$ cat src/rtl/robsq_pkg.sv
package robsq_pkg;

  // Strobes from the control path to the entry storage
  typedef struct packed {
    logic allocWe;   // write a new entry at the tail slot
    logic commitRe;  // retire the head slot
    logic cmplWe;    // mark a slot complete
    logic flushAll;  // discard every entry
  } robStrobes_t;

  typedef enum logic [0:0] {
    CM_RUN    = 1'b0,
    CM_SQUASH = 1'b1
  } commitState_t;

endpackage

$ cat src/rtl/robsq_store.sv
module robsq_store
  import robsq_pkg::*;
#(
  parameter int DEPTH = 8,
  parameter int PCW   = 32,
  parameter int SEQW  = 16,
  localparam int IDXW = $clog2(DEPTH)
) (
  input  logic              clk,
  input  logic              rstN,
  input  robStrobes_t       strb,
  input  logic [IDXW-1:0]   wrIdx,
  input  logic [SEQW-1:0]   wrSeq,
  input  logic [PCW-1:0]    wrPc,
  input  logic              wrSa,
  input  logic [IDXW-1:0]   doneIdx,
  input  logic [IDXW-1:0]   headIdx,
  output logic              headValid,
  output logic              headDone,
  output logic              headSa,
  output logic [SEQW-1:0]   headSeq,
  output logic [PCW-1:0]    headPc
);

  logic [DEPTH-1:0] entValid;
  logic [DEPTH-1:0] entDone;
  logic [DEPTH-1:0] entSa;
  logic [SEQW-1:0]  entSeq [DEPTH];
  logic [PCW-1:0]   entPc  [DEPTH];

  for (genvar i = 0; i < DEPTH; i++) begin : g_ent
    logic allocHit;
    logic retireHit;
    logic doneHit;

    assign allocHit  = strb.allocWe  && (wrIdx   == IDXW'(i));
    assign retireHit = strb.commitRe && (headIdx == IDXW'(i));
    assign doneHit   = strb.cmplWe   && (doneIdx == IDXW'(i));

    always_ff @(posedge clk or negedge rstN) begin
      if (!rstN) begin
        entValid[i] <= 1'b0;
        entDone[i]  <= 1'b0;
      end else if (strb.flushAll) begin
        entValid[i] <= 1'b0;
        entDone[i]  <= 1'b0;
      end else if (allocHit) begin
        entValid[i] <= 1'b1;
        entDone[i]  <= 1'b0;
      end else begin
        if (retireHit) begin
          entValid[i] <= 1'b0;
          entDone[i]  <= 1'b0;
        end else if (doneHit && entValid[i]) begin
          entDone[i] <= 1'b1;
        end
      end
    end

    always_ff @(posedge clk or negedge rstN) begin
      if (!rstN) begin
        entSa[i]  <= 1'b0;
        entSeq[i] <= '0;
        entPc[i]  <= '0;
      end else if (allocHit && !strb.flushAll) begin
        entSa[i]  <= wrSa;
        entSeq[i] <= wrSeq;
        entPc[i]  <= wrPc;
      end
    end
  end

  assign headValid = entValid[headIdx];
  assign headDone  = entDone[headIdx];
  assign headSa    = entSa[headIdx];
  assign headSeq   = entSeq[headIdx];
  assign headPc    = entPc[headIdx];

  // the control never allocates over a slot still in flight
  p_alloc_free_slot_r4: assert property (@(posedge clk) disable iff (!rstN)
    strb.allocWe |-> !entValid[wrIdx]);

  // a flush leaves no valid slot behind
  p_flush_clears_r7: assert property (@(posedge clk) disable iff (!rstN)
    strb.flushAll |=> (entValid == '0));

endmodule

$ cat src/rtl/robsq_ctrl.sv
module robsq_ctrl
  import robsq_pkg::*;
#(
  parameter int DEPTH     = 8,
  parameter int PCW       = 32,
  parameter int SEQW      = 16,
  parameter int INST_BYTES = 4,
  localparam int IDXW = $clog2(DEPTH),
  localparam int CNTW = $clog2(DEPTH + 1)
) (
  input  logic              clk,
  input  logic              rstN,
  input  logic              allocValid,
  input  logic              cmplValid,
  input  logic              headValid,
  input  logic              headDone,
  input  logic              headSa,
  input  logic [SEQW-1:0]   headSeq,
  input  logic [PCW-1:0]    headPc,
  output robStrobes_t       strb,
  output logic [IDXW-1:0]   headIdx,
  output logic [IDXW-1:0]   tailIdx,
  output logic [SEQW-1:0]   nextSeq,
  output logic              allocReady,
  output logic              commitValid,
  output logic [SEQW-1:0]   commitSeq,
  output logic [PCW-1:0]    commitPc,
  output logic              sqValid,
  output logic              sqBusy,
  output logic [SEQW-1:0]   sqSeq,
  output logic [PCW-1:0]    sqPc,
  output logic [SEQW-1:0]   youngestSeq,
  output logic              robFull,
  output logic              robEmpty
);

  localparam logic [CNTW-1:0] FULL_COUNT = CNTW'(DEPTH);
  localparam logic [IDXW-1:0] LAST_IDX   = IDXW'(DEPTH - 1);

  commitState_t    stateQ;
  logic [IDXW-1:0] headQ;
  logic [IDXW-1:0] tailQ;
  logic [CNTW-1:0] countQ;
  logic [SEQW-1:0] seqQ;
  logic [SEQW-1:0] youngQ;

  logic commitFire;
  logic squashFire;
  logic allocFire;

  function automatic logic [IDXW-1:0] bumpIdx(input logic [IDXW-1:0] p);
    return (p == LAST_IDX) ? '0 : p + 1'b1;
  endfunction

  assign commitFire = (stateQ == CM_RUN) && headValid && headDone;
  assign squashFire = commitFire && headSa;
  assign allocReady = (stateQ == CM_RUN) && (countQ != FULL_COUNT) && !squashFire;
  assign allocFire  = allocValid && allocReady;

  always_comb begin
    strb          = '0;
    strb.allocWe  = allocFire;
    strb.commitRe = commitFire;
    strb.cmplWe   = cmplValid;
    strb.flushAll = (stateQ == CM_SQUASH);
  end

  // Pointers, occupancy and commit state
  always_ff @(posedge clk or negedge rstN) begin
    if (!rstN) begin
      stateQ <= CM_RUN;
      headQ  <= '0;
      tailQ  <= '0;
      countQ <= '0;
    end else if (stateQ == CM_SQUASH) begin
      stateQ <= CM_RUN;
      tailQ  <= headQ;
      countQ <= '0;
    end else begin
      stateQ <= squashFire ? CM_SQUASH : CM_RUN;
      if (commitFire) headQ <= bumpIdx(headQ);
      if (allocFire)  tailQ <= bumpIdx(tailQ);
      case ({allocFire, commitFire})
        2'b10:   countQ <= countQ + 1'b1;
        2'b01:   countQ <= countQ - 1'b1;
        default: countQ <= countQ;
      endcase
    end
  end

  // Sequence numbering
  always_ff @(posedge clk or negedge rstN) begin
    if (!rstN) begin
      seqQ   <= SEQW'(1);
      youngQ <= '0;
    end else begin
      if (allocFire) seqQ <= seqQ + 1'b1;
      if (squashFire)     youngQ <= headSeq;
      else if (allocFire) youngQ <= seqQ;
    end
  end

  // Registered retirement and squash messages
  always_ff @(posedge clk or negedge rstN) begin
    if (!rstN) begin
      commitValid <= 1'b0;
      commitSeq   <= '0;
      commitPc    <= '0;
      sqValid     <= 1'b0;
      sqBusy      <= 1'b0;
      sqSeq       <= '0;
      sqPc        <= '0;
    end else begin
      commitValid <= commitFire;
      sqValid     <= squashFire;
      sqBusy      <= squashFire;
      if (commitFire) begin
        commitSeq <= headSeq;
        commitPc  <= headPc;
      end
      if (squashFire) begin
        sqSeq <= headSeq;
        sqPc  <= headPc + PCW'(INST_BYTES);
      end
    end
  end

  assign headIdx     = headQ;
  assign tailIdx     = tailQ;
  assign nextSeq     = seqQ;
  assign youngestSeq = youngQ;
  assign robFull     = (countQ == FULL_COUNT);
  assign robEmpty    = (countQ == '0);

  // occupancy never passes the depth
  p_count_bound_r4: assert property (@(posedge clk) disable iff (!rstN)
    countQ <= FULL_COUNT);

  // the squash message goes out together with the matching commit
  p_squash_with_commit_r5: assert property (@(posedge clk) disable iff (!rstN)
    sqValid |-> (commitValid && (commitSeq == sqSeq) && sqBusy));

  // the squash message is a single-cycle pulse
  p_squash_one_cycle_r6: assert property (@(posedge clk) disable iff (!rstN)
    sqValid |=> !sqValid);

  // the cycle after the squash the buffer is empty
  p_empty_after_squash_r7: assert property (@(posedge clk) disable iff (!rstN)
    sqValid |=> robEmpty);

  // youngest sequence number collapses to the squashing instruction
  p_youngest_on_squash_r8: assert property (@(posedge clk) disable iff (!rstN)
    sqValid |-> (youngestSeq == sqSeq));

  // no allocation while squashing
  p_no_alloc_squash_r9: assert property (@(posedge clk) disable iff (!rstN)
    sqBusy |-> !allocReady);

  // a retirement never repeats the previous sequence number
  p_single_retire_r10: assert property (@(posedge clk) disable iff (!rstN)
    (commitValid && $past(commitValid)) |-> (commitSeq != $past(commitSeq)));

endmodule

$ cat src/rtl/rob_squash_after.sv
module rob_squash_after
  import robsq_pkg::*;
#(
  parameter int DEPTH      = 8,
  parameter int PCW        = 32,
  parameter int SEQW       = 16,
  parameter int INST_BYTES = 4,
  localparam int IDXW = $clog2(DEPTH)
) (
  input  logic              clk,
  input  logic              rstN,
  input  logic              allocValid,
  input  logic [PCW-1:0]    allocPc,
  input  logic              allocSquashAfter,
  output logic              allocReady,
  output logic [IDXW-1:0]   allocIdx,
  output logic [SEQW-1:0]   allocSeq,
  input  logic              cmplValid,
  input  logic [IDXW-1:0]   cmplIdx,
  output logic              commitValid,
  output logic [SEQW-1:0]   commitSeq,
  output logic [PCW-1:0]    commitPc,
  output logic              sqValid,
  output logic              sqBusy,
  output logic              sqMispredict,
  output logic [SEQW-1:0]   sqSeq,
  output logic [PCW-1:0]    sqPc,
  output logic [SEQW-1:0]   youngestSeq,
  output logic              robFull,
  output logic              robEmpty
);

  robStrobes_t     strb;
  logic [IDXW-1:0] headIdx;
  logic            headValid;
  logic            headDone;
  logic            headSa;
  logic [SEQW-1:0] headSeq;
  logic [PCW-1:0]  headPc;

  robsq_ctrl #(
    .DEPTH(DEPTH), .PCW(PCW), .SEQW(SEQW), .INST_BYTES(INST_BYTES)
  ) uCtrl (
    .clk(clk), .rstN(rstN),
    .allocValid(allocValid), .cmplValid(cmplValid),
    .headValid(headValid), .headDone(headDone), .headSa(headSa),
    .headSeq(headSeq), .headPc(headPc),
    .strb(strb), .headIdx(headIdx), .tailIdx(allocIdx), .nextSeq(allocSeq),
    .allocReady(allocReady),
    .commitValid(commitValid), .commitSeq(commitSeq), .commitPc(commitPc),
    .sqValid(sqValid), .sqBusy(sqBusy), .sqSeq(sqSeq), .sqPc(sqPc),
    .youngestSeq(youngestSeq), .robFull(robFull), .robEmpty(robEmpty)
  );

  robsq_store #(
    .DEPTH(DEPTH), .PCW(PCW), .SEQW(SEQW)
  ) uStore (
    .clk(clk), .rstN(rstN), .strb(strb),
    .wrIdx(allocIdx), .wrSeq(allocSeq), .wrPc(allocPc), .wrSa(allocSquashAfter),
    .doneIdx(cmplIdx), .headIdx(headIdx),
    .headValid(headValid), .headDone(headDone), .headSa(headSa),
    .headSeq(headSeq), .headPc(headPc)
  );

  // This flush is never branch recovery
  assign sqMispredict = 1'b0;

endmodule

$ cat config.mk
export PLATFORM = sky130hd
export DESIGN_NAME = rob_squash_after
export DESIGN_NICKNAME = d
export VERILOG_FILES = /design/src/rtl/robsq_pkg.sv /design/src/rtl/robsq_store.sv /design/src/rtl/robsq_ctrl.sv /design/src/rtl/rob_squash_after.sv
export SDC_FILE = /design/constraint.sdc
export NUM_CORES = 1
export LEC_CHECK = 0
export ABC_AREA = 1
export BUFFER_PORTS_ARGS = -buffer_cell sky130_fd_sc_hd__buf_2
export CORE_UTILIZATION = 60
export CTS_CLUSTER_SIZE = 30
export DETAILED_ROUTE_END_ITERATION = 7
export PLACE_DENSITY = 0.79
export RECOVER_POWER = 50
export REMOVE_ABC_BUFFERS = 1
export SKIP_CTS_REPAIR_TIMING = 1
export SLEW_MARGIN = 20
export SYNTH_ARGS = -nofsm -noshare
export SYNTH_HDL_FRONTEND = slang
export SYNTH_SLANG_ARGS = --single-unit
$ cat constraint.sdc
create_clock -name clk -period 2.9 [get_ports clk]
set_input_delay 0.58 -clock clk [delete_from_list [all_inputs] [get_ports clk]]
set_output_delay 0.58 -clock clk [all_outputs]
set_load 0.02 [all_outputs]
==> results summary, run 1 <==
The run finished, with violations left. The checks that failed: max-capacitance violations, max-slew violations. The number of instances in the synthesized netlist is 3648.

The total track usage came out at 0.3520. Summing every instance area after synthesis gives approximately 28000 µm². The ratio of routed vias to standard cells came out at 5.755.

The number of maximum-capacitance violations came out at 1. In this run the power density over the cells is ~1300 nW/µm². The multi-input gate area in the final layout came out at 11370 µm².

Yosys printed 0 warnings. The wire length of the first global-routing pass is between 100 and 150 mm. The post-synthesis average cell area came out at 7.602 µm². The start point of the critical path is uCtrl.headIdx[0]$_DFFE_PN0P_. TritonCTS created 57 clock buffers. The initial antenna violation count is 6.

Once detail routing completed, the nets flagged for antenna violations numbered 0. The pre-antenna-repair detailed-routing pass consisted of 6 iterations. The via count came out at about 26000. The slew at the pin with the worst max-slew slack is ~1.8 ns. The adder-cell share of the synthesized area is 0.008121. The x dimension of the die came out at between 200 and 250 µm.

The signal arrival time at the worst endpoint came out at between 2 and 2.5 ns. The die is approximately 220 µm tall. The number of fillers in the final layout came out at around 3700. Global routing finished with a remaining overflow of 0.

Summed over all instances, the cell type with the most area after synthesis is dfrtp_1. The initial core utilization is 0.6098. After synthesis, the largest family of logic cells by area is simple AND/OR/NAND/NOR gates.

STA classifies the critical path endpoint as an output port. The max-slew violation count is just over 60. Data on the critical path is required at its endpoint by 2.32 ns. The area overhead of the layout relative to synthesis came out at 14.15%. The startpoint identified for the worst hold timing path is allocPc[30].

STA classifies the critical path startpoint as a flop. The worst hold path belongs to the class primary input to flop. The headroom to the max-slew limit is -0.1744. TritonCTS built the clock tree. The count of standard-cell rows came out at 78. The final wirelength is slightly above 80 mm. The peak fanout along the critical path is 7. The average routed wire per standard cell came out at between 15 and 20 µm.

In the final layout, the share of cells above drive strength 1 is 0.1370. The net count of the finished layout is roughly 3900. The shortest period the worst path allows is 2.830 ns.

The critical path is of the flop to output port type. The number of design rule violations left after detail routing is 0. The aggregate negative setup slack came out at 0 ns. The quantity of I/O buffers inserted on ports came out at approximately 180.

In the finished design, the share of the clock period the worst path needs comes to 0.9759. The sequential cell area came out at around 14000 µm². Of the total synthesized cell area, the portion taken by AND, OR, NAND and NOR gates is 0.3194. The tree is rooted in a clkbuf_16. Synthesis inferred about 550 register bits. The H-tree generated during clock tree synthesis spans 2 levels. The clock edge transition at the registers on the reported setup and hold paths came out at ~0.060 ns. Counting every sink on the clock net gives approximately 550.

In this run the critical register-to-register path is launched from uCtrl.headIdx[0]$_DFFE_PN0P_. Derived from the worst setup path, the maximum achievable clock frequency is roughly 350 MHz. The number of global-route vias before repair came out at 24334. Routability-driven placement finished with a final weighted congestion of 0.9586. The placed wire-length estimate is just over 50 mm. The count of cell types in the netlist is 40. The count of boundary I/O pins came out at around 180. The worst clock skew came out at 0.01410 ns. The count of final hold-check violations is 0. Setup violations remaining at the end of the flow were counted as 0. The area fraction in compound gates after synthesis is 0.07476.

In this run, the number of DRC markers left after iteration 0 of detailed routing was 2948. The mux cell area share after synthesis came out at 0. The worst-case IR drop observed on VDD is ~0.91 mV.

The sequential area share after synthesis came out at 0.4954. The static leakage is ~0.017 µW. The placeable core region is around 45000 µm².

The clock reaches the later pin of the worst-skew pair after slightly above 0.6 ns. Yosys attributes the largest share of cell area to dfrtp_1 (49%), nand2_1 (19%), nand3_1 (9.0%), o21ai_0 (5.6%), inv_1 (3.6%). The summed area of non-filler cells in the final layout is approximately 32000 µm².

The floorplan step defined a die boundary enclosing about 47000 µm². The top-area cell type share of the netlist area is 0.4945. The largest net degree at the start of global routing is roughly 140.

The placed standard-cell area came out at a little under 30000 µm². The maximum root-to-sink buffer count came out at 3. The parity-gate share of the synthesized area counting xor and xnor cells is 0.005053.
## flip-flops by register name (all words and copies together) (netlist names), 3 cells and up
register / flops
uStore.entPc: 256
uStore.entSeq: 128
uCtrl.commitPc: 32
uCtrl.sqPc: 32
uCtrl.commitSeq: 16
uCtrl.nextSeq: 16
uCtrl.sqSeq: 16
uCtrl.youngestSeq: 16
uStore.entDone: 8
uStore.entSa: 8
uStore.entValid: 8
uCtrl.countQ: 4
uCtrl.headIdx: 3
uCtrl.tailIdx: 3
## metrics by stage
stage	total power, µW	hold WS, ns	setup WS [ns]	util	std cells
after CTS	40030	-0.08503	-0.1928	0.6914	4437
final	40810	0.2790	0.06975	0.6961	4461
after floorplan	24150	0.2844	-8.407	-	3376
after global placement	31700	0.4488	0.1869	0.6480	4329
after detailed placement	32170	0.4535	0.04433	0.6480	4329
after global routing	43500	0.2880	-0.04071	0.6960	4460
## final cells by class
type	count	area share
antenna	6	0.0004743
clock buffer	82	0.05379
tap	600	0.02371
timing repair buffer	370	0.08680
multi-input combinational	2556	0.3591
timing repair inverter	1	0.0002767
inverter	271	0.03292
clock inverter	26	0.008577
sequential	549	0.4344
## synthesized netlist by cell type (all sizes together)
cell type,n
dfstp,1
nand4,14
xnor2,1
o31ai,2
nor4,3
nand2,1423
nor3,12
nand3,498
xor2,15
nor2,185
nand3b,1
inv,267
o22ai,6
o221ai,30
dfrtp,548
clkinv,4
ha,18
o21ai,325
a31oi,10
buf,171
a32o,1
a21oi,8
and3,1
o211ai,2
conb,1
clkbuf,101
## kinds of logic after synthesis
| logic type | Yosys count |
|---|---|
| compound gates | 384 |
| xor+xnor | 16 |
| fa+ha+maj | 18 |
| buf+inv | 543 |
| flops | 549 |
| other cells | 1 |
| simple gates | 2137 |
## routing by layer
metal | GRT usage | vias up | wire length, µm
met5 | 0 | - | 13
li1 | - | 11899 | -
met4 | 0.1606 | 2 | 3470
met1 | 0.4755 | 12195 | 33340
met3 | 0.05353 | 256 | 7551
met2 | 0.5630 | 1323 | 38730
## critical path, stage by stage (launching register included)
cell and delay, ns:
dfrtp_4 0.56, buf_6 0.16, nand3_1 0.06, nand3_1 0.09
nand2_2 0.11, a21oi_2 0.09, nand2_4 0.11, inv_8 0.04
nand2_2 0.10, inv_4 0.05, nor2_2 0.11, buf_6 0.14
## path summary, 6_finish.rpt
path | slack, ns | cells after the start | to
hold reg to reg | 0.47 | 2 | uStore.entPc[130]$_DFFE_PN0P_
setup reg to reg | 0.15 | 17 | uCtrl.countQ[2]$_DFFE_PN0P_
max in group asynchronous | 0.35 | 4 | uCtrl.commitPc[27]$_DFFE_PN0P_
hold / removal | 0.28 | 3 | uStore.entPc[254]$_DFFE_PN0P_
min in group asynchronous | 0.98 | 2 | uCtrl.sqSeq[15]$_DFFE_PN0N_
setup / recovery | 0.07 | 11 | allocReady
## cell usage in the layout, fill, tap and decap left out, types with 4 or more instances in the layout
cell | netlist | routed
nand2_1 | 1404 | 1402
dfrtp_1 | 548 | 545
nand3_1 | 496 | 495
o21ai_0 | 309 | 309
inv_1 | 263 | 261
buf_2 | 68 | 175
nor2_1 | 170 | 165
buf_4 | 27 | 152
clkbuf_16 | 0 | 62
o221ai_1 | 30 | 30
buf_12 | 1 | 25
o21ai_1 | 16 | 16
clkinv_2 | 0 | 16
xor2_1 | 15 | 15
nor2_2 | 13 | 14
nand4_1 | 14 | 14
ha_1 | 18 | 14
clkbuf_8 | 0 | 14
nand2_2 | 11 | 13
nor3_1 | 12 | 12
clkbuf_1 | 101 | 11
a31oi_1 | 10 | 10
nand2_4 | 8 | 8
diode_2 | 0 | 6
nor2_4 | 2 | 6
a21oi_1 | 7 | 6
o22ai_1 | 6 | 6
bufinv_16 | 0 | 5
clkinv_1 | 4 | 4
buf_6 | 58 | 4
## report_power, final
group	internal (µW)	total [µW]	leakage, µW	switching (µW)
combinational	6960	20500	0.00879	13600
sequential	10700	12600	0.00710	1850
clock	4520	7680	0.000985	3160
total	22200	40800	0.0169	18600
Note: power is estimated with default switching activity, not from simulation.
==> inputs of run 2 (changes only) <==
Settings changed: ABC_AREA 1 to 0.
==> results summary, run 2 <==
The run finished, with violations left. The final reports fail on design-rule violations, max-capacitance violations, max-slew violations, negative setup slack. After routing the design area is just over 30000 µm². The commonest cells after synthesis are dfrtp_1 (548), nand2_1 (442), mux2_4 (288).

The power per unit of standard cell area came out at around 1200 nW/µm². The number of instances in the synthesized netlist is ~2000. dfrtp_1 is the most common cell in the netlist. The number of global-route vias before repair came out at roughly 19000. The critical path goes through buf_12, buf_12, buf_16, buf_8, mux4_2, mux2i_4, or3_4, nor3_4, buf_6, nand3_4, o31a_1, o31ai_2. The clock sink count came out at approximately 550. The ratio of routed vias to standard cells is between 6 and 7. The shortest period the worst path allows is about 3.1 ns. The x dimension of the die came out at 210.9 µm. In the final layout, the registers with the most flip-flops are uStore.entPc: 256 flops, uStore.entSeq: 128 flops. Ranked by total cell area, the synthesized netlist is headed by dfrtp_1 (52%), mux2_4 (17%), nand2_1 (6.3%), mux4_2 (4.9%), mux4_1 (2.5%). The count of flip-flops with a built-in enable after synthesis came out at 0.

The final number of setup-violating endpoints came out at 315. The net count of the finished layout is ~2300. The most used flip-flop cell after synthesis is dfrtp_1.

The portion of the clock cycle consumed by the worst path in the final layout is 1.069. The initial core utilization came out at 0.6077. The signal arrival time at the worst endpoint came out at 3.62 ns. The slew at the pin with the worst max-slew slack is around 1.7 ns.

The average routed wire per standard cell is approximately 25 µm. The post-synthesis average cell area is around 13 µm². In this run the worst hold path is classified as primary input to flop. The starting DRC count in detailed routing came out at approximately 1700. The area overhead of the layout relative to synthesis came out at 18.00%. The total length of routed met3 wires came out at 5.418 mm. The wire length of the first global-routing pass came out at approximately 110 mm.

The clock edge transition at the registers on the reported setup and hold paths came out at 0.06 ns. At the worst endpoint, the required time is between 3 and 4 ns. The count of state elements after synthesis came out at between 500 and 600. Across every metal layer, demand over resource in global routing totals 0.3187. The initial antenna violation count is 3. The register with the most flip-flops in the final layout is uStore.entPc.

The placed wire-length estimate is around 43 mm. The fraction of registers with async set/reset is 1.000. The number of design rule violations left after detail routing is 1. The quantity of I/O buffers inserted on ports came out at 176. The count of final hold-check violations was 0. The antenna violation net count after detailed routing is 0. By startpoint and endpoint, the worst setup path is classified as flop to flop. The placeable core region came out at about 43000 µm². The number of buffers inserted during clock tree synthesis is 56. In the layout the commonest cells are dfrtp_1 (545), nand2_1 (439), mux2_4 (288), buf_2 (174), buf_4 (114). The area of the die is around 44000 µm². Static timing analysis puts the maximum clock frequency at between 300 and 400 MHz. The share of cells above drive strength 1 came out at 0.3805. The total chip power is ~38000 µW. Leaving out fill and tap cells, the most frequent cell in the layout is dfrtp_1.

Max-cap violations in this run came to 1. The total grt overflow came out at 0. The placed instances occupy a cell area of roughly 28000 µm². The count of cell types in the netlist came out at 69. Setup repair after global routing could not meet its margin everywhere.

The floorplan has 76 rows. The sum of met2 wire segment lengths after detailed routing came out at ~35 mm. The final wirelength is approximately 72 mm. The count of boundary I/O pins is between 150 and 200. The congestion estimate from routability-driven global placement came to about 0.85.

The total iterations of the first detailed-routing run is 7. The startpoint type of the worst setup path is a flop. Entering global routing, the biggest net connects between 80 and 90 pins.

The worst-case IR drop observed on VDD is a little over 0.7 mV. The maximum single-stage delay on the critical path came out at about 0.52 ns. The clock latency on the worst-skew pair came out at a little over 0.6 ns. STA classifies the critical path endpoint as a flop.

The vertical extent of the die came out at ~210 µm. In this run the clock root is driven by a clkbuf_16. Of all nets on the critical path, the largest fanout is 7. For the final database, setup skew stands at approximately 0.019 ns. Of the synthesized area, sequential elements account for 0.5249.

Yosys printed 0 warnings. The clock passes through at most 3 buffers. The largest area contributor in the synthesized netlist is dfrtp_1.

The static leakage is ~0.015 µW. The max-slew violation count came out at 60. The final hold slack came out at about 0.25 ns. The filler cells instantiated in the layout total between 2000 and 3000. The post-synthesis instance area came out at between 20000 and 30000 µm². The top-area cell type share of the netlist area came out at 0.5239. TritonCTS built the clock tree. The cell type with the highest occurrence count on the critical path is buf_12. Routed signal wires occupy layers up through met5. The register with the most flip-flops in the layout has about 260 of them. The CTS H-tree depth is 2. The via count came out at around 18000. For this design, the slowest cell found on the critical path is dfrtp_4. The post-route met1 wirelength is ~29 mm. The headroom to the max-slew limit is -0.1144. After layout, the worst setup slack is -0.2014 ns.
-- run 2: cell count changes in the layout (fill, tap and decap cells not counted), sizes merged, moves of 10 or more --
cell    delta
mux4      +84
buf       -20
nand3    -481
a31oi     +32
and3      +23
and2      +10
mux2i     +59
xnor2     +29
nand2    -981
nor2     -105
inv      -249
o21ai    -259
o221ai    -29
mux2     +295
-- run 2: area by class of cell --
| class | instances | area [µm²] | area share |
|---|---|---|---|
| diodes | 2 | 5.005 | 0.0001620 |
| clock buffers | 83 | 1755 | 0.05683 |
| clock inverters | 23 | 264.0 | 0.008547 |
| inverters | 20 | 80.08 | 0.002592 |
| multi-input cells | 1288 | 11570 | 0.3745 |
| flip-flops and latches | 549 | 13750 | 0.4452 |
| well taps | 585 | 732.0 | 0.02370 |
| repair buffers | 350 | 2734 | 0.08851 |
-- run 2: power breakdown --
part           internal (µW)  total [µW]  switching, µW  leakage, µW
combinational           8440       16700           8290      0.00680
sequential             10900       13200           2270      0.00679
clock                   4630        7770           3140     0.000996
total                  24000       37700          13700       0.0146
-- run 2: worst paths after layout --
path / start / to / slack (ns) / cells past startpoint
worst max-delay path: uCtrl.headIdx[0]$_DFFE_PN0P_ / uCtrl.sqPc[19]$_DFFE_PN0N_ / -0.20 / 12
worst min-delay path: allocPc[1] / uStore.entPc[129]$_DFFE_PN0P_ / 0.25 / 3
worst max register to register: uCtrl.headIdx[0]$_DFFE_PN0P_ / uCtrl.sqPc[19]$_DFFE_PN0N_ / -0.20 / 12
worst min register to register: uCtrl.commitPc[30]$_DFFE_PN0P_ / uCtrl.commitPc[30]$_DFFE_PN0P_ / 0.47 / 2
max in group asynchronous: rstN / uStore.entPc[125]$_DFFE_PN0P_ / 0.29 / 3
min in group asynchronous: rstN / uStore.entPc[8]$_DFFE_PN0P_ / 0.97 / 2
-- run 2: kinds of logic after synthesis --
family	after synthesis	share of synthesized area
fa+ha+maj	18	0.008604
mux	438	0.2668
flops	549	0.5249
simple gates	633	0.1062
other cells	1	0.0001433
xor+xnor	41	0.01372
compound gates	157	0.03642
buf+inv	155	0.04321
-- run 2: worst max-delay path, delay by kind of cell (launching register included) --
kind / cells / cell delay (ns)
AND/OR/NAND/NOR: 3 / 0.74
AO/OA/AOI/OAI: 2 / 0.56
buffers and inverters: 5 / 0.74
multiplexers: 2 / 0.44
flip-flops: 1 / 0.52
-- run 2: stage by stage --
step | setup WS [ns] | instances | util | TNS [ns]
2_1_floorplan | -6.267 | 1857 | - | -1747.97
3_3_place_gp | -0.2431 | 2769 | 0.6598 | -7.208
3_5_place_dp | -0.2814 | 2769 | 0.6598 | -14.05
4_1_cts | -0.2981 | 2875 | 0.7066 | -23.19
5_1_grt | -0.2837 | 2900 | 0.7171 | -36.76
6_report | -0.2014 | 2900 | 0.7171 | -22.03
-- run 2: per-layer routing --
metal  global-route usage  up-vias
met2               0.5189      918
met1               0.4305     9246
met4               0.1129        2
li1                     -     7479
met5                    0        -
met3              0.06125      203
